--- src/rtl/arb_pkg.sv ---
package arb_pkg;

  localparam int unsigned NUM_MASTERS = 3;

  // Rotation order is behaviour: primary, then secondary, then CPU.
  typedef enum logic [1:0] {
    MST_PRI = 2'd0,
    MST_SEC = 2'd1,
    MST_CPU = 2'd2
  } master_e;

  // Strobes from control to datapath.
  typedef struct packed {
    logic granted;  // a grant is presented this cycle
    logic issue;    // load a new owner on the coming edge
  } arbStrobe_t;

endpackage

--- src/rtl/arb_control.sv ---
module arb_control
  import arb_pkg::*;
(
  input  logic       clk,
  input  logic       rstN,
  input  logic       ownerReq,
  input  logic       anyOtherReq,
  input  logic       ownerIsPri,
  output arbStrobe_t strobe
);

  logic granted;
  logic releaseNow;

  // Release when the owner stops asking, except for a parked primary
  // with nobody else waiting.
  always_comb begin
    releaseNow = granted && !ownerReq && !(ownerIsPri && !anyOtherReq);
  end

  always_ff @(posedge clk or negedge rstN) begin
    if (!rstN) begin
      granted <= 1'b1;
    end else if (granted) begin
      granted <= !releaseNow;
    end else begin
      granted <= 1'b1;
    end
  end

  always_comb begin
    strobe.granted = granted;
    strobe.issue   = !granted;
  end

endmodule

--- src/rtl/arb_datapath.sv ---
module arb_datapath
  import arb_pkg::*;
#(
  parameter int unsigned SYNC_STAGES = 2
) (
  input  logic       clk,
  input  logic       rstN,
  input  logic       unmanagedMode,
  input  logic       cpuReq,
  input  logic       priReq,
  input  logic       secReqN,
  input  arbStrobe_t strobe,
  output logic       ownerReq,
  output logic       anyOtherReq,
  output logic       ownerIsPri,
  output logic       cpuGnt,
  output logic       cpuDbgGnt,
  output logic       priGntInt,
  output logic       secGnt,
  output logic       secCsN
);

  logic [SYNC_STAGES-1:0] secSync;
  logic [NUM_MASTERS-1:0] reqVec;
  logic [NUM_MASTERS-1:0] ownerMask;
  logic [NUM_MASTERS-1:0] gntVec;
  master_e                owner;
  master_e                nextOwner;
  logic                   dbgFlag;

  // Retiming chain for the remote request, stored active high.
  always_ff @(posedge clk or negedge rstN) begin
    if (!rstN) secSync[0] <= 1'b0;
    else       secSync[0] <= ~secReqN;
  end

  for (genvar s = 1; s < SYNC_STAGES; s++) begin : g_sync
    always_ff @(posedge clk or negedge rstN) begin
      if (!rstN) secSync[s] <= 1'b0;
      else       secSync[s] <= secSync[s-1];
    end
  end

  always_comb begin
    reqVec          = '0;
    reqVec[MST_PRI] = priReq;
    reqVec[MST_SEC] = secSync[SYNC_STAGES-1];
    reqVec[MST_CPU] = cpuReq;
    ownerMask        = '0;
    ownerMask[owner] = 1'b1;
    ownerReq    = reqVec[owner];
    anyOtherReq = |(reqVec & ~ownerMask);
    ownerIsPri  = (owner == MST_PRI);
  end

  // Rotation: scan from the requester after the last owner.
  always_comb begin
    logic found;
    int   idx;
    found     = 1'b0;
    nextOwner = MST_PRI;
    for (int k = 1; k <= int'(NUM_MASTERS); k++) begin
      idx = (int'(owner) + k) % int'(NUM_MASTERS);
      if (!found && reqVec[idx]) begin
        found     = 1'b1;
        nextOwner = master_e'(idx[1:0]);
      end
    end
  end

  always_ff @(posedge clk or negedge rstN) begin
    if (!rstN) begin
      owner   <= MST_PRI;
      dbgFlag <= 1'b0;
    end else if (strobe.issue) begin
      owner   <= nextOwner;
      dbgFlag <= unmanagedMode && (nextOwner == MST_CPU);
    end
  end

  always_comb begin
    gntVec    = strobe.granted ? ownerMask : '0;
    cpuGnt    = gntVec[MST_CPU];
    priGntInt = gntVec[MST_PRI];
    secGnt    = gntVec[MST_SEC];
    secCsN    = ~gntVec[MST_SEC];
    cpuDbgGnt = gntVec[MST_CPU] && dbgFlag;
  end

endmodule

--- src/rtl/bus_master_arbiter.sv ---
module bus_master_arbiter
  import arb_pkg::*;
#(
  parameter int unsigned SYNC_STAGES = 2
) (
  input  logic clk,
  input  logic rstN,
  input  logic unmanagedMode,
  input  logic cpuReq,
  input  logic priReq,
  input  logic secReqN,
  output logic cpuGnt,
  output logic cpuDbgGnt,
  output logic priGntInt,
  output logic secGnt,
  output logic secCsN
);

  arbStrobe_t strobe;
  logic       ownerReq;
  logic       anyOtherReq;
  logic       ownerIsPri;

  arb_control u_ctrl (
    .clk         (clk),
    .rstN        (rstN),
    .ownerReq    (ownerReq),
    .anyOtherReq (anyOtherReq),
    .ownerIsPri  (ownerIsPri),
    .strobe      (strobe)
  );

  arb_datapath #(.SYNC_STAGES(SYNC_STAGES)) u_dp (
    .clk           (clk),
    .rstN          (rstN),
    .unmanagedMode (unmanagedMode),
    .cpuReq        (cpuReq),
    .priReq        (priReq),
    .secReqN       (secReqN),
    .strobe        (strobe),
    .ownerReq      (ownerReq),
    .anyOtherReq   (anyOtherReq),
    .ownerIsPri    (ownerIsPri),
    .cpuGnt        (cpuGnt),
    .cpuDbgGnt     (cpuDbgGnt),
    .priGntInt     (priGntInt),
    .secGnt        (secGnt),
    .secCsN        (secCsN)
  );

endmodule

--- config.mk ---
export PLATFORM = sky130hd
export DESIGN_NAME = bus_master_arbiter
export DESIGN_NICKNAME = d
export VERILOG_FILES = /design/src/rtl/arb_pkg.sv /design/src/rtl/arb_control.sv /design/src/rtl/arb_datapath.sv /design/src/rtl/bus_master_arbiter.sv
export SDC_FILE = /design/constraint.sdc
export NUM_CORES = 1
export LEC_CHECK = 0
export BUFFER_PORTS_ARGS = -buffer_cell sky130_fd_sc_hd__buf_2
export CELL_PAD_IN_SITES_DETAIL_PLACEMENT = 0
export CELL_PAD_IN_SITES_GLOBAL_PLACEMENT = 1
export CORE_MARGIN = 10
export CORE_UTILIZATION = 33
export CTS_BUF_LIST = sky130_fd_sc_hd__clkbuf_16
export DETAILED_ROUTE_END_ITERATION = 8
export PLACE_DENSITY_LB_ADDON = 0.12
export SYNTH_ARGS = -nofsm -noshare
export SYNTH_HDL_FRONTEND = slang
export SYNTH_SLANG_ARGS = --single-unit
--- constraint.sdc ---
create_clock -name clk -period 1.7 [get_ports clk]
set_clock_uncertainty 0.1 [all_clocks]
set_input_delay 0 -clock clk [delete_from_list [all_inputs] [get_ports clk]]
set_output_delay 0 -clock clk [all_outputs]
set_load 0.005 [all_outputs]
* After elaboration in Yosys (flattened, before gate mapping)
Cells that the tools add are included.
** Cells by class
- Add/subtract/negate cells :: 3
- Div/mod/pow operators :: 3
- $lt $le $gt $ge :: 5
- Equality and inequality tests :: 1
- Muxes and demuxes :: 20
- Bitwise gates (word level) :: 4
- Reductions and logical operators :: 16
** Operators with widths (number)
- 32-bit by 4-bit < comparator with 1-bit output (second input constant) :: 3
- 32-bit by 3-bit remainder unit with 32-bit output (second input constant) :: 3
- 1-bit two-way mux :: 11
- 1-bit binary-select mux with 2-bit select :: 4
- 1-bit logical AND :: 8
- 2-bit by 2-bit adder with 3-bit output (second input constant) :: 2
- 1-bit logical NOT :: 6
- 2-bit two-way mux :: 3
- 2-bit by 1-bit adder with 3-bit output (second input constant) :: 1
- 3-bit bitwise AND :: 1
- 2-bit by 3-bit < comparator with 1-bit output (second input constant) :: 1
- 3-bit two-way mux :: 1
- 3-bit inverter :: 1
- 3-bit OR reduction :: 1
- 1-bit demux with 2-bit select :: 1
- 2-bit == test (second input constant) :: 1
- 2-bit by 1-bit greater-or-equal comparator with 1-bit output (second input constant) :: 1
- 2-bit logical NOT :: 1
- 1-bit inverter :: 2
** Word-level totals
- Register bits after elaboration :: 6
- Bits of input ports :: 6
- Output and inout bits :: 5
- Logic and storage cells :: 57

* Depth between registers and ports, before layout
Gate-level depths: netlist of run 1.
- Depth in word-level cells :: 14
- Depth in mapped cells :: 7
- Depth with buffers taken out :: 6

* Modules after synthesis
From an unflattened synthesis of run 1, not the netlist that was laid out.
** Second synthesis, totals
- Cell total of the unflattened synthesis :: 56
- Area total of the unflattened synthesis :: 511.7 µm²
** Modules (own cells, without submodules)
- arb_datapath :: times used 1, cells an instance 51, area an instance 461.7 µm², sequential area each 125.1 µm²
- arb_control :: times used 1, cells an instance 5, area an instance 50.0 µm², sequential area each 26.3 µm²

* Worst setup path before layout of run 1
OpenSTA, ideal clock, no wires.
- Path type :: reg-to-reg
- Start :: register u_dp.owner[0]
- End :: register u_dp.dbgFlag
- Setup time :: 123 ps
- Arrival :: 1489 ps
- Data required time :: 1477 ps
- Slack :: -11 ps
- Stages on the path, launching flop included :: 8
- Buffers on the path :: 1
- Clock period less this slack :: 1711 ps
- Path through :: dfrtp_1 inv_1 ha_1 buf_6 mux2i_1 or2_1 a31oi_1 o21ai_1
** Between the ends
- Word-level cells in the longest chain between the ends :: 14
- Elaborated cells on any way between the ends :: 26
- Those cells by class :: add/sub (3); div (3); eq/ne (1); mux (14); reduce/logical (5)
** Ends and longest elaborated chain
- from (decl) :: line arb_datapath.sv:27 : master_e owner;
- from (signal assigned) :: line arb_datapath.sv:76 : owner <= nextOwner;
- 2-bit by 1-bit adder with 3-bit output :: line arb_datapath.sv:63 : idx = (int'(owner) + k) % int'(NUM_MASTERS);
- 32-bit by 3-bit remainder unit with 32-bit output :: line arb_datapath.sv:63
- 1-bit binary-select mux with 2-bit select :: line arb_datapath.sv:64 : if (!found && reqVec[idx]) begin
- 1-bit two-way mux (not written as such) (2 in a row) :: line arb_datapath.sv:64
- 1-bit two-way mux :: line arb_datapath.sv:64
- 1-bit logical NOT :: line arb_datapath.sv:64
- 1-bit logical AND :: line arb_datapath.sv:64
- 1-bit two-way mux :: line arb_datapath.sv:64
- 1-bit logical NOT :: line arb_datapath.sv:64
- 1-bit logical AND :: line arb_datapath.sv:64
- 2-bit two-way mux (*) :: line arb_datapath.sv:64
- 2-bit == test (*) :: line arb_datapath.sv:77 : dbgFlag <= unmanagedMode && (nextOwner == MST_CPU);
- 1-bit logical AND (*) :: line arb_datapath.sv:77
- to (signal assigned) :: line arb_datapath.sv:77
- to (decl) :: line arb_datapath.sv:29 : logic dbgFlag;
Mark *: on every way between the ends. The rest lies on a longest branch, timed or not. The select of a mux whose other input is x is not followed.
A chain may end at the register's enable or synchronous reset.

* Worst setup path after layout of run 1
- Start :: register u_dp.owner[1]
- End :: register u_dp.dbgFlag
The elaborated chain is that of the path after synthesis.

==> metrics, run 1 <==
Synthesis Warnings=0; Num CTS Buffers=3; DRT Pass-1 Iters=3; critical path arrival=between 1.5 and 2 ns; Residual DRC=0; outcome=finished clean; core area=1318 sq um; final wirelength=1093 um; asr flop ratio synth=1.000; antenna viol nets, final=0; RR Endpoint=u_dp.dbgFlag$_DFFE_PN0N_; Post-synth top flop=dfrtp_1; Die Span Y=around 58 um; Post-Synthesis Cells=50; Post-DP Area=561.8 sq um; Reg2Reg Setup Slack=0.06 ns; CP startpoint kind=register; Psw=459.6 uW; Placer Congestion=0.7623; Max Transition Viols Final=0; Worst Max-Slew Pin Slew=0.2931 ns; total number of vias=419; FILL cells=~120; Crit Path Max Fanout=5; Avg WL per Cell=12.86 um; Setup TNS=0 ns; total internal power=897.1 uW; Rows=13; initial antenna violation count=0; post-detail-place hpwl=853.8 um; CP required=1.71 ns; Post-Syn Nets=61; synth unique cells=27; die area=3341 sq um; Crit Path Class=register to register; first-pass GRT wire length=1794 um; RSZ-0062 raised after global routing=true; Reg-to-Reg Start=u_dp.owner[1]$_DFFE_PN0N_; Seq cells post-synth=6; Max Freq=610.9 MHz; P per Cell Area=1961 nW/um^2; Final Hold Viols=0; Post-synth EDFFs=0; Max-slew headroom=0.8019; number of diodes=0; Setup Viol. Count Final=0; Avg Vias per Cell=~5; Gate power share=0.537; design area=approximately 690 sq um; largest cells by area after synthesis=dfrtp_1, ha_1, mux2i_1; Overflow after GRT=0; Reg clk slew, reported paths=around 0.040 ns; Final Cycle Share=0.9630; post-synthesis sequential area ratio=0.3210; Avg Inst Size Synth=9.434 sq um; Max VDD drop=777.0 uV; CP Capture Type=register; most common cell in the netlist=inv_1; root buffer cell=clkbuf_16; part of the power in the clock network=0.280; vias in the first global route=between 400 and 500; Hold/Removal Path Class=input pin to async pin; Tmin final=1.637 ns; Die W=roughly 58 um; port bufs=10; Yosys top cell area share=0.2653; post-CTS setup repair buffer count=0; Sw Ratio=0.3388; Clock H-tree levels=1; top cells by count, synth=inv_1, dfrtp_1, ha_1; leakage power=0.0003538 uW; All-Layer GR Usage=0.06443; clock sink count=6; CTS tree=done; initial core utilization=0.3580; Nets=82; clock latency on the worst-skew pair=roughly 0.23 ns; worst-case reg-to-reg path depth=7; I/O pin cnt=11; synthesized cell area=471.7 sq um; cell taking the most area after synthesis=dfrtp_1; layout cell share with drive strength beyond 1=0.3571; Seq pwr share=0.183; clk buf depth=2; largest net degree at the start of global routing=12; DR iter-0 viols=3; Final Hold Slack=0.02885 ns; Layout area overhead=46.68%; max-cap violations=0
[registers in the layout (all words and copies together) (netlist names)]
signal / flops
u_ctrl.granted: 1
u_dp.dbgFlag: 1
u_dp.owner: 2
u_dp.reqVec: 1
u_dp.secSync: 1
[cells in the final DEF, fill, tap and decap left out, types with 2 or more instances in the layout]
cell type | Yosys | layout
a21oi_1 | 2 | 2
and2_1 | 2 | 2
buf_2 | 1 | 10
buf_4 | 0 | 5
clkbuf_16 | 0 | 3
dfrtp_1 | 5 | 5
dlygate4sd3_1 | 0 | 3
ha_1 | 5 | 3
inv_1 | 7 | 8
mux2i_1 | 3 | 3
nand2_1 | 4 | 4
nand2b_1 | 2 | 2
o21ai_0 | 2 | 2
[cell families (layout without fill, tap and decap cells)]
group / count (synthesis) / after routing / synth area share
muxes: 4 / 4 / 0.08753
DFF: 6 / 6 / 0.3210
adders and majority gates: 5 / 5 / 0.1326
buffers and inverters: 9 / 29 / 0.09018
AOI/OAI and AO/OA: 10 / 10 / 0.1512
and+or+nand+nor: 16 / 16 / 0.2175
[how the worst max path moves through the flow]
stage / from / to / slack [ns] / cells after the start
5_1_grt: u_dp.owner[1]$_DFFE_PN0N_ / u_dp.owner[0]$_DFFE_PN0N_ / -0.02 / 7
6_report: u_dp.owner[1]$_DFFE_PN0N_ / u_dp.dbgFlag$_DFFE_PN0N_ / 0.06 / 7
2_1_floorplan: u_dp.owner[0]$_DFFE_PN0N_ / u_dp.dbgFlag$_DFFE_PN0N_ / 0.02 / 7
4_1_cts: u_dp.owner[1]$_DFFE_PN0N_ / u_dp.owner[0]$_DFFE_PN0N_ / 0.02 / 6
3_5_place_dp: u_dp.owner[0]$_DFFE_PN0N_ / u_dp.owner[0]$_DFFE_PN0N_ / 0.03 / 6
3_3_place_gp: u_dp.owner[1]$_DFFE_PN0N_ / u_dp.owner[0]$_DFFE_PN0N_ / -0.009 / 6
[repair_timing]
item                                    4_1_cts  5_1_grt
hold buffers                                  3        0
endpoints found under the setup margin        0        3
endpoints found under the hold margin         8        0
resized for setup                             0        4
[layer usage]
metal  vias to the layer above  part of all wire  GRT usage  routed length [um]
li1                        216                 -          -                   -
met1                       197              0.51    0.08121                 552
met2                         6              0.45    0.09356                 487
met3                         0             0.048    0.03704                  53
met4                         0                 0    0.01007                   0
met5                         -                 0          0                   0
[layout make-up]
type	instances	area (sq um)	share of cell area
Multi-Input combinational cell	35	299.0	0.4322
Sequential cell	6	151.4	0.2188
Timing Repair Buffer	18	117.6	0.1700
Clock buffer	3	75.07	0.1085
Inverter	7	26.28	0.03797
Tap cell	15	18.77	0.02712
Clock inverter	1	3.754	0.005425
[stage by stage]
stage | cells | total power [uW] | util | setup slack [ns]
2_1_floorplan | 50 | 705.4 | - | 0.02350
3_3_place_gp | 78 | 927.0 | 0.4264 | -0.008831
3_5_place_dp | 78 | 910.1 | 0.4264 | 0.03026
4_1_cts | 85 | 1307 | 0.5090 | 0.02495
5_1_grt | 85 | 1458 | 0.5252 | -0.02493
6_report | 85 | 1357 | 0.5252 | 0.06298
[worst max-delay path, stage by stage, from the launching register on]
cell and delay [ns]:
dfrtp_1 0.34, inv_1 0.08, buf_4 0.14, ha_1 0.23, o21bai_1 0.17, and4b_1 0.20
a31oi_2 0.17, o21ai_1 0.08
[power by group through the flow]
stage	clock network, uW	logic, uW	registers (uW)
4_1_cts	389	669	250
3_3_place_gp	0	675	252
5_1_grt	396	801	261
6_report	380	728	249
2_1_floorplan	0	470	235
3_5_place_dp	0	659	251
(Power assumes the default switching activity.)
==> run 2: changes to the inputs <==
--- a/config.mk
+++ b/config.mk
@@ -13,5 +13,6 @@
 export CTS_BUF_LIST = sky130_fd_sc_hd__clkbuf_16
 export DETAILED_ROUTE_END_ITERATION = 8
-export PLACE_DENSITY_LB_ADDON = 0.12
+export HOLD_SLACK_MARGIN = 0.15
+export PLACE_DENSITY_LB_ADDON = 0.3
 export SYNTH_ARGS = -nofsm -noshare
 export SYNTH_HDL_FRONTEND = slang
==> constraint.sdc (replaced) <==
create_clock -name clk -period 1.7 [get_ports clk]
set_clock_uncertainty 0.1 [all_clocks]
set_input_delay 0.17 -clock clk [delete_from_list [all_inputs] [get_ports clk]]
set_output_delay 0.17 -clock clk [all_outputs]
set_load 0.005 [all_outputs]
==> run 2 against run 1 <==
Against the previous run:
- power up 11%
- global-route usage grew 2.1 points
- cell count up 5.9%
==> metrics, run 2 (synthesis gave the netlist of run 1 again) <==
leakage power=0.0003762 uW (was 0.0003538 uW); clock latency on the worst-skew pair=0.23 ns (about the same); Nets=87 (was 82); clk buf depth=2 (unchanged); clock sink count=6 (unchanged); FILL cells=129 (was 117); Setup TNS=0 ns (unchanged); max-cap violations=0 (unchanged); Overflow after GRT=0 (unchanged); Non-Filler Instances=90 (was 85); die area=3341 sq um (unchanged); P per Cell Area=1996 nW/um^2 (was 1961 nW/um^2); All-Layer GR Usage=0.08504 (was 0.06443); port bufs=10 (unchanged); Seq pwr share=0.163 (was 0.183); Tmin final=1.625 ns (was 1.637 ns); Avg Vias per Cell=4.911 (was 4.929); Final Cycle Share=0.9557 (was 0.9630); layout cell share with drive strength beyond 1=0.4800 (was 0.3571); Rows=13 (unchanged); Hold/Removal Path Class=input pin to async pin (unchanged); initial antenna violation count=0 (unchanged); Worst Max-Slew Pin Slew=0.3257 ns (was 0.2931 ns); initial core utilization=0.3580 (unchanged); Crit Path Max Fanout=5 (unchanged); final wirelength=1263 um (was 1093 um); total internal power=986.0 uW (was 897.1 uW); Psw=517.3 uW (was 459.6 uW); placed cells=82 (was 78); part of the power in the clock network=0.253 (was 0.280); Reg clk slew, reported paths=0.04 ns (about the same); DRT Pass-1 Iters=3 (unchanged); most frequent cells in the layout=buf_2, buf_4, inv_1 (was buf_2, inv_1, buf_4, dfrtp_1, nand2_1); crit path from=u_dp.owner[1]$_DFFE_PN0N_ (unchanged); antenna viol nets, final=0 (unchanged); Die W=57.81 um (unchanged); largest net degree at the start of global routing=8 (was 12); Reg-to-Reg Start=u_dp.owner[1]$_DFFE_PN0N_ (unchanged); critical path arrival=1.35 ns (was 1.65 ns); first-pass GRT wire length=2249 um (was 1794 um); Final Hold Slack=0.1908 ns (was 0.02885 ns); Final Hold Viols=0 (unchanged); worst-case reg-to-reg path depth=7 (unchanged); DR iter-0 viols=2 (was 3); Max Freq=615.5 MHz (was 610.9 MHz); RSZ-0062 raised after global routing=true (unchanged); Crit Path Class=register to output pin (was register to register); Layout area overhead=59.68% (was 46.68%); Reg2Reg Setup Slack=0.09 ns (was 0.06 ns); Placer Congestion=0.7486 (was 0.7623); Num CTS Buffers=3 (unchanged); root buffer cell=clkbuf_16 (unchanged); Max VDD drop=1434 uV (was 777.0 uV); CP Capture Type=output pin (was register); core area=1318 sq um (unchanged); I/O pin cnt=11 (unchanged); Most flops, register=u_dp.owner (unchanged); Max-slew headroom=0.7799 (was 0.8019); outcome=finished clean (unchanged); Die Span Y=57.81 um (unchanged); Sw Ratio=0.3441 (was 0.3388); Clock H-tree levels=1 (unchanged); total number of vias=442 (was 419); Setup Viol. Count Final=0 (unchanged); Max Transition Viols Final=0 (unchanged); post-detail-place hpwl=942.2 um (was 853.8 um); Gate power share=0.584 (was 0.537); vias in the first global route=490 (was 408); CP startpoint kind=register (unchanged); CTS tree=done (unchanged); final core utilization=0.5717 (was 0.5252); Avg WL per Cell=14.03 um (was 12.86 um); max FFs per register=2 (unchanged); number of diodes=0 (unchanged); RR Endpoint=u_dp.owner[1]$_DFFE_PN0N_ (was u_dp.dbgFlag$_DFFE_PN0N_); Residual DRC=0 (unchanged); CP required=1.43 ns (was 1.71 ns)
[run 2: critical path: stages (launching register included)]
cell and delay, ns:
dfrtp_1 0.40, buf_4 0.17, ha_4 0.17, buf_4 0.14, and3_1 0.13, buf_2 0.12
[run 2: through the flow]
step	power (uW)	area, sq um	worst slack [ns]
finish	1503	753.2	0.07523
global route	1633	753.2	-0.02545
CTS	1456	720.7	0.02196
detailed placement	983.6	591.8	-0.07431
global placement	977.0	591.8	-0.02076
floorplan	705.4	471.7	0.02350
[run 2: cell type report]
class	count	area (sq um)	area share
clock buffer	3	75.07	0.09967
clock inverter	1	3.754	0.004983
inverter	7	26.28	0.03488
multi-input combinational	35	322.8	0.4286
sequential	6	151.4	0.2010
tap	15	18.77	0.02492
timing repair buffer	23	155.1	0.2060
[run 2: layer usage]
metal	up-vias	routed length, um	global-route usage	share of wire
met5	-	0	0	0
met4	0	40	0.06040	0.032
met3	4	33	0.01743	0.026
met2	9	619	0.1426	0.49
met1	206	568	0.09257	0.45
li1	223	-	-	-
[run 2: repair_timing]
| item | CTS | global route |
|---|---|---|
| endpoints found under the hold margin | 8 | 0 |
| setup endpoints to repair | 3 | 6 |
| hold buffers | 3 | 0 |
| buffers inserted | 1 | 0 |
| pin swaps | 0 | 5 |
| gates resized for setup | 2 | 9 |
[run 2: worst max path at each step]
stage	endpoint	slack (ns)	cells past startpoint
5_1_grt	u_dp.owner[0]$_DFFE_PN0N_	-0.03	6
4_1_cts	u_dp.owner[1]$_DFFE_PN0N_	0.02	7
3_5_place_dp	u_dp.dbgFlag$_DFFE_PN0N_	-0.07	6
6_report	cpuDbgGnt	0.08	5
3_3_place_gp	u_dp.owner[0]$_DFFE_PN0N_	-0.02	6
2_1_floorplan	u_dp.dbgFlag$_DFFE_PN0N_	0.02	7
[run 2: power groups by stage]
| stage | clock [uW] | combinational, uW | sequential, uW |
|---|---|---|---|
| after floorplan | 0 | 470 | 235 |
| after global placement | 0 | 733 | 244 |
| after detailed placement | 0 | 737 | 247 |
| after CTS | 394 | 822 | 239 |
| after global routing | 399 | 979 | 255 |
| final | 380 | 877 | 246 |
==> run 3: changes to the inputs <==
PLACE_DENSITY_LB_ADDON = 0.12   (was 0.3)
==> run 3 against run 2 <==
Against the previous run:
- cell count fell by 3.3%
- via count fell by 1.4%
- wire length fell by 4.2%
- setup slack got worse by 0.020 ns
- largest power group unchanged
- count of clock-buffer cells in the layout did not move
- sequential share of layout area rose by 1.0 points
- core utilization fell by 2.8 points
- combinational power fell by 5.5%
- worst hold slack improved by 0.014 ns
- first-iteration DRC count rose to 3.0 times the previous value
- power fell by 2.9%
==> metrics, run 3 (synthesis gave the netlist of run 1 again) <==
root buffer cell=clkbuf_16 (unchanged); Tmin final=1.645 ns (was 1.625 ns); Clock H-tree levels=1 (unchanged); initial core utilization=0.3580 (unchanged); Hold/Removal Path Class=input pin to async pin (unchanged); FILL cells=115 (was 129); number of diodes=0 (unchanged); Placer Congestion=0.7469 (was 0.7486); Layout area overhead=51.99% (was 59.68%); Most flops, register=u_dp.owner (unchanged); Avg Vias per Cell=5.011 (was 4.911); DR iter-0 viols=6 (was 2); Crit Path Class=register to output pin (unchanged); Reg2Reg Setup Slack=0.09 ns (about the same); max FFs per register=2 (unchanged); Die Span Y=57.81 um (unchanged); RR Endpoint=u_dp.dbgFlag$_DFFE_PN0N_ (was u_dp.owner[1]$_DFFE_PN0N_); total number of vias=436 (was 442); Setup TNS=0 ns (unchanged); Num CTS Buffers=3 (unchanged); antenna viol nets, final=0 (unchanged); Avg WL per Cell=13.91 um (was 14.03 um); max-cap violations=0 (unchanged); largest net degree at the start of global routing=8 (unchanged); Final Hold Viols=0 (unchanged); All-Layer GR Usage=0.07776 (was 0.08504); port bufs=10 (unchanged); clk buf depth=2 (unchanged); CP Capture Type=output pin (unchanged); clock sink count=6 (unchanged); layout cell share with drive strength beyond 1=0.4444 (was 0.4800); CP startpoint kind=register (unchanged); first-pass GRT wire length=2007 um (was 2249 um); initial antenna violation count=0 (unchanged); critical path arrival=1.37 ns (was 1.35 ns); worst-case reg-to-reg path depth=5 (was 7); Max Freq=607.9 MHz (was 615.5 MHz); critical path's slowest cell=dfrtp_1 (unchanged); CTS tree=done (unchanged); Setup Viol. Count Final=0 (unchanged); I/O pin cnt=11 (unchanged); Critical Path End=cpuDbgGnt (unchanged); Nets=84 (was 87); die area=3341 sq um (unchanged); Max Transition Viols Final=0 (unchanged); Tot Pwr=1460 uW (was 1503 uW); Reg-to-Reg Start=u_dp.owner[0]$_DFFE_PN0N_ (was u_dp.owner[1]$_DFFE_PN0N_); Overflow after GRT=0 (unchanged); Rows=13 (unchanged); Final Cycle Share=0.9676 (was 0.9557); Crit Path Max Fanout=6 (was 5); vias in the first global route=439 (was 490); Max-slew headroom=0.7993 (was 0.7799); Final Hold Slack=0.2048 ns (was 0.1908 ns); Worst Max-Slew Pin Slew=0.2970 ns (was 0.3257 ns); Die W=57.81 um (unchanged); most frequent cells in the layout=buf_2, buf_4, inv_1 (unchanged); Max VDD drop=801.8 uV (was 1434 uV); FF/Latch Area=151.4 sq um (unchanged); CP required=1.43 ns (about the same); outcome=finished clean (unchanged); post-detail-place hpwl=879.2 um (was 942.2 um); commonest non-fill, non-tap cell in the layout=buf_2; Worst path depth=5 (unchanged); leakage power=0.0003603 uW (was 0.0003762 uW); slowest stage delay, CP=0.38 ns (was 0.40 ns); core area=1318 sq um (unchanged); Residual DRC=0 (unchanged); P per Cell Area=2036 nW/um^2 (was 1996 nW/um^2); DRT Pass-1 Iters=4 (was 3); crit path from=u_dp.owner[1]$_DFFE_PN0N_ (unchanged); CP Cell Sequence=buf_4, ha_2, buf_4, and3_1, buf_2 (was buf_4, ha_4, buf_4, and3_1, buf_2); multi-input logic area=309.0 sq um (was 322.8 sq um); CP Buf/Inv Count=3 (unchanged); Crit path max-delay family=buffers and inverters (unchanged); final wirelength=1210 um (was 1263 um); CP most frequent cell=buf_4 (unchanged); RSZ-0062 raised after global routing=false (was true); clock latency on the worst-skew pair=0.23 ns (about the same); Reg clk slew, reported paths=0.04 ns (about the same)
run 3: cell types whose count changed in the layout (fill, tap and decap cells not counted):
| cell | delta |
|---|---|
| ha_4 | -1 |
| a21oi_1 | -1 |
| nor3_2 | -1 |
| buf_4 | -3 |
| nor3_1 | +1 |
| ha_1 | +1 |
| a21oi_2 | +1 |
run 3: per-layer routing:
metal / vias to the layer above / GRT usage / share of wire
met2: 15 / 0.1212 / 0.49
met4: 0 / 0.05034 / 0.026
li1: 216 / - / -
met1: 201 / 0.07952 / 0.39
met5: - / 0 / 0
met3: 4 / 0.04139 / 0.088
run 3: where the power goes:
part / internal (uW) / switching [uW]
Clock: 305 / 82.7
Combinational: 446 / 383
Sequential: 200 / 42.6
Total: 951 / 508
run 3: cell type report:
type	instances	share of cell area
clock buffer	3	0.1047
clock inverter	1	0.005236
inverter	7	0.03665
multi-input combinational	35	0.4311
sequential	6	0.2112
tap	15	0.02618
timing repair buffer	20	0.1850
run 3: how the worst min path moves through the flow:
stage / slack, ns / start / depth (start not counted) / endpoint
5_1_grt: 0.22 / rstN / 2 / u_dp.dbgFlag$_DFFE_PN0N_
3_3_place_gp: -0.10 / rstN / 1 / u_dp.dbgFlag$_DFFE_PN0N_
4_1_cts: 0.20 / rstN / 2 / u_dp.owner[0]$_DFFE_PN0N_
2_1_floorplan: -0.23 / rstN / 0 / u_dp.dbgFlag$_DFFE_PN0N_
3_5_place_dp: -0.10 / rstN / 1 / u_dp.dbgFlag$_DFFE_PN0N_
6_report: 0.20 / rstN / 2 / u_dp.owner[1]$_DFFE_PN0N_
run 3: metrics by stage:
stage | instance area [sq um] | util | worst slack, ns | std cells
final | 716.9 | 0.5442 | 0.05505 | 87
after global placement | 569.3 | 0.4321 | 0.03426 | 79
after global routing | 716.9 | 0.5442 | 0.003789 | 87
after CTS | 693.2 | 0.5261 | 0.02441 | 86
after floorplan | 471.7 | - | 0.02350 | 50
after detailed placement | 569.3 | 0.4321 | -0.06743 | 79
run 3: timing repair:
item                                   CTS  global route
pin swaps                                0             4
setup endpoints to repair                3             5
endpoints found under the hold margin    8             0
resized for setup                        3             6
hold buffers                             3             0
buffers inserted                         0             1
